==> src/rtl/lvl_pkg.sv <==
package lvl_pkg;
  localparam int unsigned LANE_N  = 9;
  localparam int unsigned DLY_W   = 3;
  localparam int unsigned BYTE_W  = 8;
  localparam int unsigned LANE_IW = $clog2(LANE_N);

  // strobes from the training sequencer to the lane datapath
  typedef struct packed {
    logic               probe;
    logic               load;
    logic               loadErr;
    logic [LANE_IW-1:0] lane;
    logic [DLY_W-1:0]   dly;
  } trnStrobe_t;
endpackage

==> src/rtl/lvl_train_ctrl.sv <==
module lvl_train_ctrl
  import lvl_pkg::*;
#(
  parameter int unsigned LANES = LANE_N,
  parameter int unsigned DW    = DLY_W
) (
  input  logic       clk,
  input  logic       rstN,
  input  logic       laneHit,
  output trnStrobe_t strobe,
  output logic       trainDone
);
  localparam logic [DW-1:0]      MAXD     = '1;
  localparam logic [LANE_IW-1:0] LASTLANE = LANE_IW'(LANES - 1);

  typedef enum logic [1:0] {S_IDLE, S_SWEEP, S_DONE} state_t;
  state_t             state;
  logic [DW-1:0]      cnt, dly;
  logic [LANE_IW-1:0] lane;
  logic               hit;

  logic sampleNow, found, trialEnd, laneFinish;
  assign sampleNow  = (state == S_SWEEP) && (cnt == dly);
  assign found      = hit || (sampleNow && laneHit);
  assign trialEnd   = (state == S_SWEEP) && (cnt == MAXD);
  assign laneFinish = trialEnd && (found || dly == MAXD);

  always_ff @(posedge clk or negedge rstN) begin
    if (!rstN) begin
      state <= S_IDLE;
      cnt   <= '0;
      dly   <= '0;
      lane  <= '0;
      hit   <= 1'b0;
    end else begin
      unique case (state)
        S_IDLE: begin
          state <= S_SWEEP;
          cnt   <= '0;
        end
        S_SWEEP: begin
          if (sampleNow && laneHit) hit <= 1'b1;
          if (trialEnd) begin
            cnt <= '0;
            hit <= 1'b0;
            if (laneFinish) begin
              dly <= '0;
              if (lane == LASTLANE) state <= S_DONE;
              else                  lane  <= lane + 1'b1;
            end else begin
              dly <= dly + 1'b1;
            end
          end else begin
            cnt <= cnt + 1'b1;
          end
        end
        S_DONE: state <= S_DONE;
        default: state <= S_IDLE;
      endcase
    end
  end

  always_comb begin
    strobe.probe   = (state == S_SWEEP) && (cnt == '0);
    strobe.load    = laneFinish;
    strobe.loadErr = !found;
    strobe.lane    = lane;
    strobe.dly     = found ? dly : '0;
  end

  assign trainDone = (state == S_DONE);

  p_probe_gap_r2: assert property (@(posedge clk) disable iff (!rstN)
    strobe.probe |=> !strobe.probe);
  p_done_holds_r5: assert property (@(posedge clk) disable iff (!rstN)
    trainDone |=> trainDone);
  p_quiet_after_done_r5: assert property (@(posedge clk) disable iff (!rstN)
    trainDone |-> (!strobe.probe && !strobe.load));
  p_lane_order_r5: assert property (@(posedge clk) disable iff (!rstN)
    (strobe.load && lane != LASTLANE) |=> (lane == $past(lane) + 1'b1));
endmodule

==> src/rtl/lvl_lane_path.sv <==
module lvl_lane_path
  import lvl_pkg::*;
#(
  parameter int unsigned LANES   = LANE_N,
  parameter int unsigned DW      = DLY_W,
  parameter int unsigned BW      = BYTE_W,
  parameter logic [BW-1:0] PATTERN = 8'hA5
) (
  input  logic                clk,
  input  logic                rstN,
  input  trnStrobe_t          strobe,
  input  logic                trainDone,
  output logic                laneHit,
  output logic                trnProbe,
  input  logic                rdStart,
  input  logic [LANES*BW-1:0] rdDq,
  output logic                rdValid,
  output logic [LANES*BW-1:0] rdData,
  input  logic                wrValid,
  input  logic [LANES*BW-1:0] wrData,
  output logic [LANES-1:0]    wrLaneEn,
  output logic [LANES*BW-1:0] wrLaneDq,
  output logic [LANES*DW-1:0] laneDelay,
  output logic [LANES-1:0]    laneErr
);
  localparam int unsigned PIPE_N = (1 << DW) - 1;

  logic [BW-1:0] rdByte [LANES];
  logic [DW-1:0] dlyQ   [LANES];
  logic [LANES-1:0] errQ;
  logic [DW-1:0] maxDly;
  logic          rdBusy, rdGo, rdActive;
  logic [DW-1:0] rdCnt, rdPhase;

  assign trnProbe = strobe.probe;

  always_comb begin
    laneHit = 1'b0;
    maxDly  = '0;
    for (int i = 0; i < int'(LANES); i++) begin
      if (LANE_IW'(i) == strobe.lane) laneHit = (rdByte[i] == PATTERN);
      if (dlyQ[i] > maxDly) maxDly = dlyQ[i];
    end
  end

  // read burst sequencing: phase counts cycles since rdStart
  assign rdGo     = rdStart && trainDone && !rdBusy;
  assign rdActive = rdGo || rdBusy;
  assign rdPhase  = rdGo ? '0 : rdCnt;

  always_ff @(posedge clk or negedge rstN) begin
    if (!rstN) begin
      rdBusy  <= 1'b0;
      rdCnt   <= '0;
      rdValid <= 1'b0;
    end else begin
      rdValid <= 1'b0;
      if (rdActive) begin
        if (rdPhase == maxDly) begin
          rdBusy  <= 1'b0;
          rdValid <= 1'b1;
        end else begin
          rdBusy <= 1'b1;
          rdCnt  <= rdPhase + 1'b1;
        end
      end
    end
  end

  for (genvar i = 0; i < int'(LANES); i++) begin : g_lane
    logic [BW-1:0] capQ;
    logic [BW:0]   pipe [PIPE_N];
    logic [BW:0]   tap;

    assign rdByte[i] = rdDq[i*BW +: BW];

    always_ff @(posedge clk or negedge rstN) begin
      if (!rstN) begin
        dlyQ[i] <= '0;
        errQ[i] <= 1'b0;
      end else if (strobe.load && strobe.lane == LANE_IW'(i)) begin
        dlyQ[i] <= strobe.dly;
        errQ[i] <= strobe.loadErr;
      end
    end

    always_ff @(posedge clk or negedge rstN) begin
      if (!rstN) capQ <= '0;
      else if (rdActive && rdPhase == dlyQ[i]) capQ <= rdByte[i];
    end

    always_ff @(posedge clk or negedge rstN) begin
      if (!rstN) begin
        for (int k = 0; k < int'(PIPE_N); k++) pipe[k] <= '0;
      end else begin
        pipe[0] <= {wrValid, wrData[i*BW +: BW]};
        for (int k = 1; k < int'(PIPE_N); k++) pipe[k] <= pipe[k-1];
      end
    end

    assign tap = (dlyQ[i] == '0) ? {wrValid, wrData[i*BW +: BW]}
                                 : pipe[dlyQ[i] - 1'b1];

    assign wrLaneEn[i]          = tap[BW];
    assign wrLaneDq[i*BW +: BW] = tap[BW] ? tap[BW-1:0] : '0;
    assign rdData[i*BW +: BW]   = capQ;
    assign laneDelay[i*DW +: DW] = dlyQ[i];
    assign laneErr[i]           = errQ[i];

    p_err_zero_delay_r4: assert property (@(posedge clk) disable iff (!rstN)
      errQ[i] |-> (dlyQ[i] == '0));
    p_wr_one_late_r9: assert property (@(posedge clk) disable iff (!rstN)
      (trainDone && wrValid && dlyQ[i] == DW'(1)) |=> wrLaneEn[i]);
  end

  p_no_read_untrained_r8: assert property (@(posedge clk) disable iff (!rstN)
    !trainDone |-> !rdValid);
  p_delays_frozen_r7: assert property (@(posedge clk) disable iff (!rstN)
    trainDone |=> $stable(laneDelay));
endmodule

==> src/rtl/lvl_fly_by_level.sv <==
module lvl_fly_by_level
  import lvl_pkg::*;
#(
  parameter int unsigned   LANES   = LANE_N,
  parameter int unsigned   DW      = DLY_W,
  parameter int unsigned   BW      = BYTE_W,
  parameter logic [BW-1:0] PATTERN = 8'hA5
) (
  input  logic                clk,
  input  logic                rstN,
  input  logic                rdStart,
  input  logic [LANES*BW-1:0] rdDq,
  output logic                rdValid,
  output logic [LANES*BW-1:0] rdData,
  input  logic                wrValid,
  input  logic [LANES*BW-1:0] wrData,
  output logic [LANES-1:0]    wrLaneEn,
  output logic [LANES*BW-1:0] wrLaneDq,
  output logic                trnProbe,
  output logic                trainDone,
  output logic [LANES*DW-1:0] laneDelay,
  output logic [LANES-1:0]    laneErr
);
  trnStrobe_t strobe;
  logic       laneHit;

  lvl_train_ctrl #(.LANES(LANES), .DW(DW)) i_ctrl (
    .clk(clk), .rstN(rstN), .laneHit(laneHit),
    .strobe(strobe), .trainDone(trainDone)
  );

  lvl_lane_path #(.LANES(LANES), .DW(DW), .BW(BW), .PATTERN(PATTERN)) i_path (
    .clk(clk), .rstN(rstN), .strobe(strobe), .trainDone(trainDone),
    .laneHit(laneHit), .trnProbe(trnProbe),
    .rdStart(rdStart), .rdDq(rdDq), .rdValid(rdValid), .rdData(rdData),
    .wrValid(wrValid), .wrData(wrData), .wrLaneEn(wrLaneEn), .wrLaneDq(wrLaneDq),
    .laneDelay(laneDelay), .laneErr(laneErr)
  );
endmodule

==> config.mk <==
export PLATFORM = sky130hd
export DESIGN_NAME = lvl_fly_by_level
export DESIGN_NICKNAME = d
export VERILOG_FILES = /design/src/rtl/lvl_pkg.sv /design/src/rtl/lvl_train_ctrl.sv /design/src/rtl/lvl_lane_path.sv /design/src/rtl/lvl_fly_by_level.sv
export SDC_FILE = /design/constraint.sdc
export NUM_CORES = 1
export LEC_CHECK = 0
export ABC_AREA = 1
export CAP_MARGIN = 5
export CELL_PAD_IN_SITES_DETAIL_PLACEMENT = 0
export CELL_PAD_IN_SITES_GLOBAL_PLACEMENT = 2
export CORE_ASPECT_RATIO = 0.8
export CORE_MARGIN = 10
export CORE_UTILIZATION = 38
export DETAILED_ROUTE_END_ITERATION = 7
export PLACE_DENSITY = 0.95
export SETUP_SLACK_MARGIN = 0.02
export SLEW_MARGIN = 20
export SYNTH_ARGS = -nofsm -noshare
export SYNTH_HDL_FRONTEND = slang
export SYNTH_SLANG_ARGS = --single-unit
==> constraint.sdc <==
create_clock -name clk -period 14.2 [get_ports clk]
set_input_delay 1.42 -clock clk [delete_from_list [all_inputs] [get_ports clk]]
set_output_delay 1.42 -clock clk [all_outputs]
set_load 0.01 [all_outputs]
==> summary.md, run 1 <==
| Metric | Value |
|---|---|
| Status | `finished, final reports clean` |
| Setup tns final | `0 ns` |
| Pre-CTS setup slack | `2.73 ns` |
| Wl on met1 | `33.8 mm` |
| LEAKAGE | `14.4 nW` |
| Worst r2r src | `i_path.laneDelay[0]$_DFFE_PN0P_` |
| CTS clock-pin slew for the worst setup and hold paths | `0.06 ns` |
| Die H | `252 µm` |
| Fraction of layout cells with a size suffix above 1 | `7.27%` |
| Number of global-route vias before repair | `20,500` |
| CTS tree | `yes` |
| Syn Nets | `2,726` |
| DR top layer | `met5` |
| CTS Hold Bufs | `0` |
| Synthesized area per cell | `10.1 µm²` |
| Kind of critical path | `register to register` |
| Nets | `3,054` |
| PortBufs | `339` |
| Root Driver | `clkbuf_16` |
| Yosys top cell by area | `dfrtp_1` |
| Global-route wire length before repair | `121 mm` |
| Starting Density | `38.6%` |
| Least-Margin Pin Slew | `1.12 ns` |
| Top FF cell, synth | `dfrtp_1` |
| RSZ-0062 raised after global routing | `false` |
| Mean routed wirelength per cell | `20.3 µm` |
| H-tree depth | `3` |
| VDD IR-drop max | `74.3 µV` |
| Fraction of registers with async set/reset | `100%` |
| Crit path max fanout | `32` |
| Setup crit start | `i_path.laneDelay[0]$_DFFE_PN0P_` |
| Post-CTS sizing | `0` |
| Min cycle time layout | `11.66 ns` |
| Die Wd | `310 µm` |
| Worst setup margin | `2.54 ns` |
| Synthesis Warnings | `0` |
| Post-synthesis cell type count | `41` |
| Die area | `0.0781 mm²` |
| Post-Synthesis Cells | `2,523` |
| Max cap viols | `0` |
| Top achievable clock speed | `85.8 MHz` |
| Initial antenna violation count | `1` |
| Hold Crit Class | `register to register` |
| Final core utilization | `48.6%` |
| Setup crit start kind | `register` |
| P per Cell Area | `122 mW/mm²` |
| Slew Limit Fails | `0` |
| Met3 Wirelength | `6.04 mm` |
| Tot Pwr | `0.00392 W` |
| Final Skew | `0.0294 ns` |
| DRT Wirelength | `76.5 mm` |
| Worst path required time | `14.72 ns` |
| CP endpoint kind | `register` |
| Vias | `20,000` |
| Setup bufs post-CTS | `0` |
| Relative slew margins | `24.9%` |
| Post-synth EDFFs | `0` |
| Clock insertion delay at the later pin of the skew report | `0.61 ns` |
| Clock sinks | `637` |
| Pin count of the biggest net entering global routing | `191` |
| Clock buffer depth | `3` |
| Placer's final routability congestion estimate | `0.880` |
| Iteration-0 DRC count of the detailed router | `1,698` |
| Dpl hpwl | `52.4 mm` |
| Synth area leaders | `dfrtp_1 62%, nand2_1 6.5%, o21ai_0 5.9%, nor2_1 3.3%, ha_1 2.7%` |
| Register-to-register setup slack | `2.54 ns` |
| Via/cell ratio | `5.31` |
| Synth Cell Area | `0.0256 mm²` |
| Inserted Clock Buffers | `67` |
| Yosys reg bits | `637` |
| Routed Antenna Nets | `0` |
| Critical path arrival | `12.18 ns` |
| Max incr delay on CP | `0.98 ns` |
| Fill cells | `6,076` |
| CP max-delay cell | `dfrtp_1` |
| DR WL met2 | `35.4 mm` |
| Sequential fraction of the synthesis area | `62.3%` |
| # rows | `84` |
| Tcrit/Tclk final | `82.1%` |
| Crit-path most repeated cell | `nand2_1` |
| DRC Markers | `0` |
| Area grow syn2layout | `25.7%` |
| FF-to-FF path depth | `74` |
| Worst Setup EP | `i_path.rdCnt[2]$_DFFE_PN0P_` |
| Final Hold Viols | `0` |
| Post-synth top area share | `62.3%` |
| Pre-antenna DRT Iters | `5` |
| R2R Path End | `i_path.rdCnt[2]$_DFFE_PN0P_` |
| Core box area | `0.0662 mm²` |
| Gr ovfl total | `0` |
| Top-Level Pins | `340` |
| # setup viols final | `0` |
| GRT Total Usage | `19.4%` |
| Antenna cells | `0` |
==> synth_stat cells, drive strengths merged (4+ instances only) <==
| cell | count |
|---|---|
| o221ai | 16 |
| o21ai | 311 |
| xnor2 | 8 |
| a311oi | 24 |
| buf | 13 |
| inv | 174 |
| dfrtp | 637 |
| a221oi | 18 |
| ha | 55 |
| nand2 | 448 |
| o211ai | 64 |
| nor4 | 11 |
| xor2 | 11 |
| mux2 | 40 |
| clkinv | 13 |
| nand3 | 120 |
| clkbuf | 96 |
| o31ai | 4 |
| nor2 | 237 |
| o22ai | 66 |
| a21oi | 129 |
| a31oi | 8 |
| nand4 | 6 |
| o2111ai | 7 |
==> worst min-delay path by stage <==
stage	from	end	slack, ns	depth (start not counted)
CTS	i_path.g_lane[3].pipe[56]$_DFF_PN0_	i_path.g_lane[3].pipe[47]$_DFF_PN0_	0.35	0
floorplan	i_path.g_lane[0].pipe[9]$_DFF_PN0_	i_path.g_lane[0].pipe[0]$_DFF_PN0_	0.35	0
detailed placement	i_path.g_lane[7].pipe[49]$_DFF_PN0_	i_path.g_lane[7].pipe[40]$_DFF_PN0_	0.36	0
global placement	i_path.g_lane[6].pipe[15]$_DFF_PN0_	i_path.g_lane[6].pipe[6]$_DFF_PN0_	0.35	0
global route	i_path.g_lane[3].pipe[56]$_DFF_PN0_	i_path.g_lane[3].pipe[47]$_DFF_PN0_	0.35	0
finish	i_path.g_lane[3].pipe[56]$_DFF_PN0_	i_path.g_lane[3].pipe[47]$_DFF_PN0_	0.36	0
==> critical path: cells and delay by family, from the launching register on <==
kind,cells,cell delay [ns]
AOI/OAI and AO/OA,7,1.28
and+or+nand+nor,44,4.61
DFF,1,0.98
buffers and inverters,14,2.03
adders and majority gates,9,2.65
==> layout make-up <==
cell class	instances	area [µm²]	area share, %
timing repair buffer	368	3660	11.4
multi-input combinational	1590	8510	26.5
sequential	637	15900	49.6
inverter	187	702	2.18
clock buffer	96	1960	6.09
clock inverter	24	299	0.930
tap	860	1080	3.35
==> state kept, by name, indices dropped and copies added, names as in the netlist <==
name,flops
i_ctrl.dly,3
i_path.rdBusy,1
i_path.laneDelay,27
i_ctrl.lane,4
i_path.g_lane.capQ,72
i_path.rdValid,1
i_ctrl.cnt,3
i_path.g_lane.pipe,511
i_ctrl.state,2
i_path.laneErr,9
i_ctrl.hit,1
i_path.rdCnt,3
==> power breakdown <==
part           internal [W]  switching [W]
logic             0.0000840      0.0000986
clock network       0.00106       0.000746
registers           0.00189      0.0000394
total               0.00303       0.000884
==> cell families after synthesis <==
logic type,count (synthesis),synth area share [%]
multiplexers,40,1.76
XOR/XNOR,19,0.651
AND/OR/NAND/NOR,828,13.4
flip-flops,637,62.3
buffers and inverters,296,4.39
AO/OA/AOI/OAI,648,14.8
adder cells (fa/ha/maj),55,2.69
==> cells in the final DEF (no fill, tap or decap), types with 4 or more instances in the layout <==
cell / instances
a21oi_1: 128
a221oi_1: 18
a311oi_1: 24
a31oi_1: 8
buf_4: 26
bufinv_16: 5
clkbuf_1: 15
clkbuf_16: 70
clkbuf_8: 11
clkdlybuf4s50_1: 338
clkinv_1: 13
clkinv_2: 10
dfrtp_1: 636
ha_1: 55
inv_1: 164
inv_2: 10
mux2_2: 40
nand2_1: 444
nand3_1: 119
nand4_1: 6
nor2_1: 224
nor2_2: 4
nor2_4: 9
nor4_1: 11
o2111ai_1: 6
o211ai_1: 64
o21ai_0: 299
o21ai_1: 9
o221ai_1: 16
o22ai_1: 66
o31ai_1: 4
xnor2_1: 7
xor2_1: 11
==> routing by layer <==
metal | GRT usage, % | vias up
li1 | - | 9259
met1 | 26.2 | 10000
met3 | 6.29 | 100
met4 | 4.24 | 2
met5 | 0 | -
met2 | 30.4 | 569
==> through the flow <==
step                      cell area, µm²  hold slack (ns)  instances
final                              32200            0.358       3762
after CTS                          32100            0.354       3761
after global routing               32200            0.355       3762
after detailed placement           29900            0.355       3641
after global placement             29900            0.350       3641
after floorplan                    25600            0.349       2523
No activity file was read; power rests on OpenSTA's default activity.
==> inputs of run 2 (changes only) <==
--- a/config.mk
+++ b/config.mk
@@ -11,9 +11,9 @@
 export CELL_PAD_IN_SITES_GLOBAL_PLACEMENT = 2
 export CORE_ASPECT_RATIO = 0.8
 export CORE_MARGIN = 10
-export CORE_UTILIZATION = 38
+export CORE_UTILIZATION = 35
 export DETAILED_ROUTE_END_ITERATION = 7
-export PLACE_DENSITY = 0.95
+export PLACE_DENSITY = 0.89
 export SETUP_SLACK_MARGIN = 0.02
 export SLEW_MARGIN = 20
 export SYNTH_ARGS = -nofsm -noshare
==> constraint.sdc (replaced) <==
create_clock -name clk -period 11.3 [get_ports clk]
set_input_delay 1.13 -clock clk [delete_from_list [all_inputs] [get_ports clk]]
set_output_delay 1.13 -clock clk [all_outputs]
set_load 0.01 [all_outputs]
==> run 2 against run 1 <==
Against the previous run: cell area rose by 0.89%; total power rose by 29%; core utilization is 3.6 points lower; first-iteration DRC count is 6.5% lower; sequential share of layout area is 0.44 points lower; count of clock-buffer cells in the layout decreased by 1; critical path depth is 2 higher; setup slack lost 1.3 ns; combinational power increased by 25%; hold slack got worse by 0.0063 ns; die area up 7.9%; cell count rose by 2.4%.
==> summary.md, run 2 (same netlist as run 1, synthesis figures left out) <==
| Metric | Value |
|---|---|
| Status | `finished, final reports clean (unchanged)` |
| Max cap viols | `0 (unchanged)` |
| CTS clock-pin slew for the worst setup and hold paths | `0.07 ns (was 0.06 ns)` |
| Gr ovfl total | `0 (unchanged)` |
| Vias | `20,000 (about the same)` |
| Clock insertion delay at the later pin of the skew report | `0.62 ns (was 0.61 ns)` |
| Final Hold Viols | `0 (unchanged)` |
| Critical path arrival | `10.60 ns (was 12.18 ns)` |
| Die H | `262 µm (was 252 µm)` |
| Iteration-0 DRC count of the detailed router | `1,588 (was 1,698)` |
| Starting Density | `35.4% (was 38.6%)` |
| Antenna cells | `0 (unchanged)` |
| Core box area | `0.0722 mm² (was 0.0662 mm²)` |
| DRT Wirelength | `78.5 mm (was 76.5 mm)` |
| Pre-antenna DRT Iters | `5 (unchanged)` |
| Setup crit start kind | `register (unchanged)` |
| Dpl hpwl | `53.8 mm (was 52.4 mm)` |
| Global-route wire length before repair | `122 mm (was 121 mm)` |
| Number of global-route vias before repair | `20,500 (about the same)` |
| Sequential cell area | `0.0159 mm² (unchanged)` |
| Commonest non-fill, non-tap cell in the layout | `dfrtp_1 (unchanged)` |
| CP endpoint kind | `register (unchanged)` |
| Mean routed wirelength per cell | `20.4 µm (was 20.3 µm)` |
| Die Wd | `322 µm (was 310 µm)` |
| Least-Margin Pin Slew | `1.10 ns (was 1.12 ns)` |
| Initial antenna violation count | `1 (unchanged)` |
| VDD IR-drop max | `107 µV (was 74.3 µV)` |
| Post-CTS sizing | `0 (unchanged)` |
| Max reg flops | `511 (unchanged)` |
| Worst path required time | `11.81 ns (was 14.72 ns)` |
| Nets | `3,059 (was 3,054)` |
| Multi-input gate area | `0.00854 mm² (was 0.00851 mm²)` |
| Clock sinks | `637 (unchanged)` |
| Fraction of layout cells with a size suffix above 1 | `7.80% (was 7.27%)` |
| Pin count of the biggest net entering global routing | `180 (was 191)` |
| Commonest non-fill, non-tap cells in the layout | `636 x dfrtp_1, 442 x nand2_1, 338 x clkdlybuf4s50_1 (was 636 x dfrtp_1, 444 x nand2_1, 338 x clkdlybuf4s50_1)` |
| CP top delay family | `simple AND/OR/NAND/NOR gates (unchanged)` |
| Die area | `0.0843 mm² (was 0.0781 mm²)` |
| Crit-path most repeated cell | `nand2_1 (unchanged)` |
| Tcrit/Tclk final | `89.3% (was 82.1%)` |
| Top-Level Pins | `340 (unchanged)` |
| Final Instance Area | `0.0324 mm² (was 0.0322 mm²)` |
| Routed Antenna Nets | `0 (unchanged)` |
| Max incr delay on CP | `0.37 ns (was 0.98 ns)` |
| Crit path max fanout | `11 (was 32)` |
| Area grow syn2layout | `26.9% (was 25.7%)` |
| Setup bufs post-CTS | `0 (unchanged)` |
| Kind of critical path | `register to register (unchanged)` |
| Slew Limit Fails | `0 (unchanged)` |
| LEAKAGE | `14.5 nW (was 14.4 nW)` |
| Final Skew | `0.0273 ns (was 0.0294 ns)` |
| P per Cell Area | `156 mW/mm² (was 122 mW/mm²)` |
| PortBufs | `339 (unchanged)` |
| Placed cell area | `0.0300 mm² (was 0.0299 mm²)` |
| Via/cell ratio | `5.20 (was 5.31)` |
| Min cycle time layout | `10.09 ns (was 11.66 ns)` |
| Buf/Inv on CP | `16 (was 14)` |
| H-tree depth | `3 (unchanged)` |
| Inserted Clock Buffers | `68 (was 67)` |
| # rows | `88 (was 84)` |
| CTS tree | `yes (unchanged)` |
| Hold Crit Class | `register to register (unchanged)` |
| DRC Markers | `0 (unchanged)` |
| Relative slew margins | `26.3% (was 24.9%)` |
| Top achievable clock speed | `99.1 MHz (was 85.8 MHz)` |
| CTS Hold Bufs | `0 (unchanged)` |
| # setup viols final | `0 (unchanged)` |
| GRT Total Usage | `18.3% (was 19.4%)` |
| Pre-CTS setup slack | `1.04 ns (was 2.73 ns)` |
| Placer's final routability congestion estimate | `0.848 (was 0.880)` |
| Clock buffer depth | `3 (unchanged)` |
| CP max-delay cell | `dfrtp_1 (unchanged)` |
| Fill cells | `6,741 (was 6,076)` |
| Worst setup margin | `1.21 ns (was 2.54 ns)` |
| Root Driver | `clkbuf_16 (unchanged)` |
| Biggest register | `i_path.g_lane.pipe (unchanged)` |
## run 2: final timing paths
| kind | startpoint | to | cells past startpoint | slack [ns] |
|---|---|---|---|---|
| worst max-delay path | i_path.laneDelay[1]$_DFFE_PN0P_ | i_path.rdCnt[2]$_DFFE_PN0P_ | 76 | 1.21 |
| worst min-delay path | i_path.g_lane[1].pipe[51]$_DFF_PN0_ | i_path.g_lane[1].pipe[42]$_DFF_PN0_ | 0 | 0.35 |
| worst max register to register | i_path.laneDelay[1]$_DFFE_PN0P_ | i_path.rdCnt[2]$_DFFE_PN0P_ | 76 | 1.21 |
| worst min register to register | i_path.g_lane[1].pipe[51]$_DFF_PN0_ | i_path.g_lane[1].pipe[42]$_DFF_PN0_ | 0 | 0.35 |
| max in group asynchronous | rstN | i_path.g_lane[8].capQ[6]$_DFFE_PN0P_ | 3 | 8.29 |
| min in group asynchronous | rstN | i_path.g_lane[4].pipe[14]$_DFF_PN0_ | 1 | 0.60 |
## run 2: per-layer routing
metal	GRT usage, %	vias to the layer above	wire length (µm)
met5	0	-	17
met2	27.9	591	35500
met4	4.97	2	1620
met3	5.10	111	5640
met1	25.4	10100	35700
li1	-	9262	-
## run 2: final cells by class
cell class,instances,area share (%)
clock buffer,95,6.15
clock inverter,28,1.27
multi-input combinational,1590,26.3
timing repair buffer,372,11.3
tap,945,3.65
sequential,637,49.1
inverter,187,2.16
## run 2: per-stage QoR
step                      TNS (ns)  hold slack [ns]  power (W)  cells  utilization (%)
after floorplan                  0            0.349    0.00252   2523                -
after global routing       -0.0123            0.364    0.00524   3854             44.9
after detailed placement         0            0.354    0.00270   3731             41.5
after CTS                        0            0.349    0.00511   3854             44.9
after global placement           0            0.351    0.00269   3731             41.5
final                            0            0.352    0.00505   3854             44.9
## run 2: power by group
part / switching, W / internal (W) / leakage [nW] / total [W]
logic: 0.000124 / 0.000104 / 5.77 / 0.000228
registers: 0.0000507 / 0.00237 / 7.55 / 0.00242
clock network: 0.000950 / 0.00145 / 1.18 / 0.00240
total: 0.00113 / 0.00393 / 14.5 / 0.00505
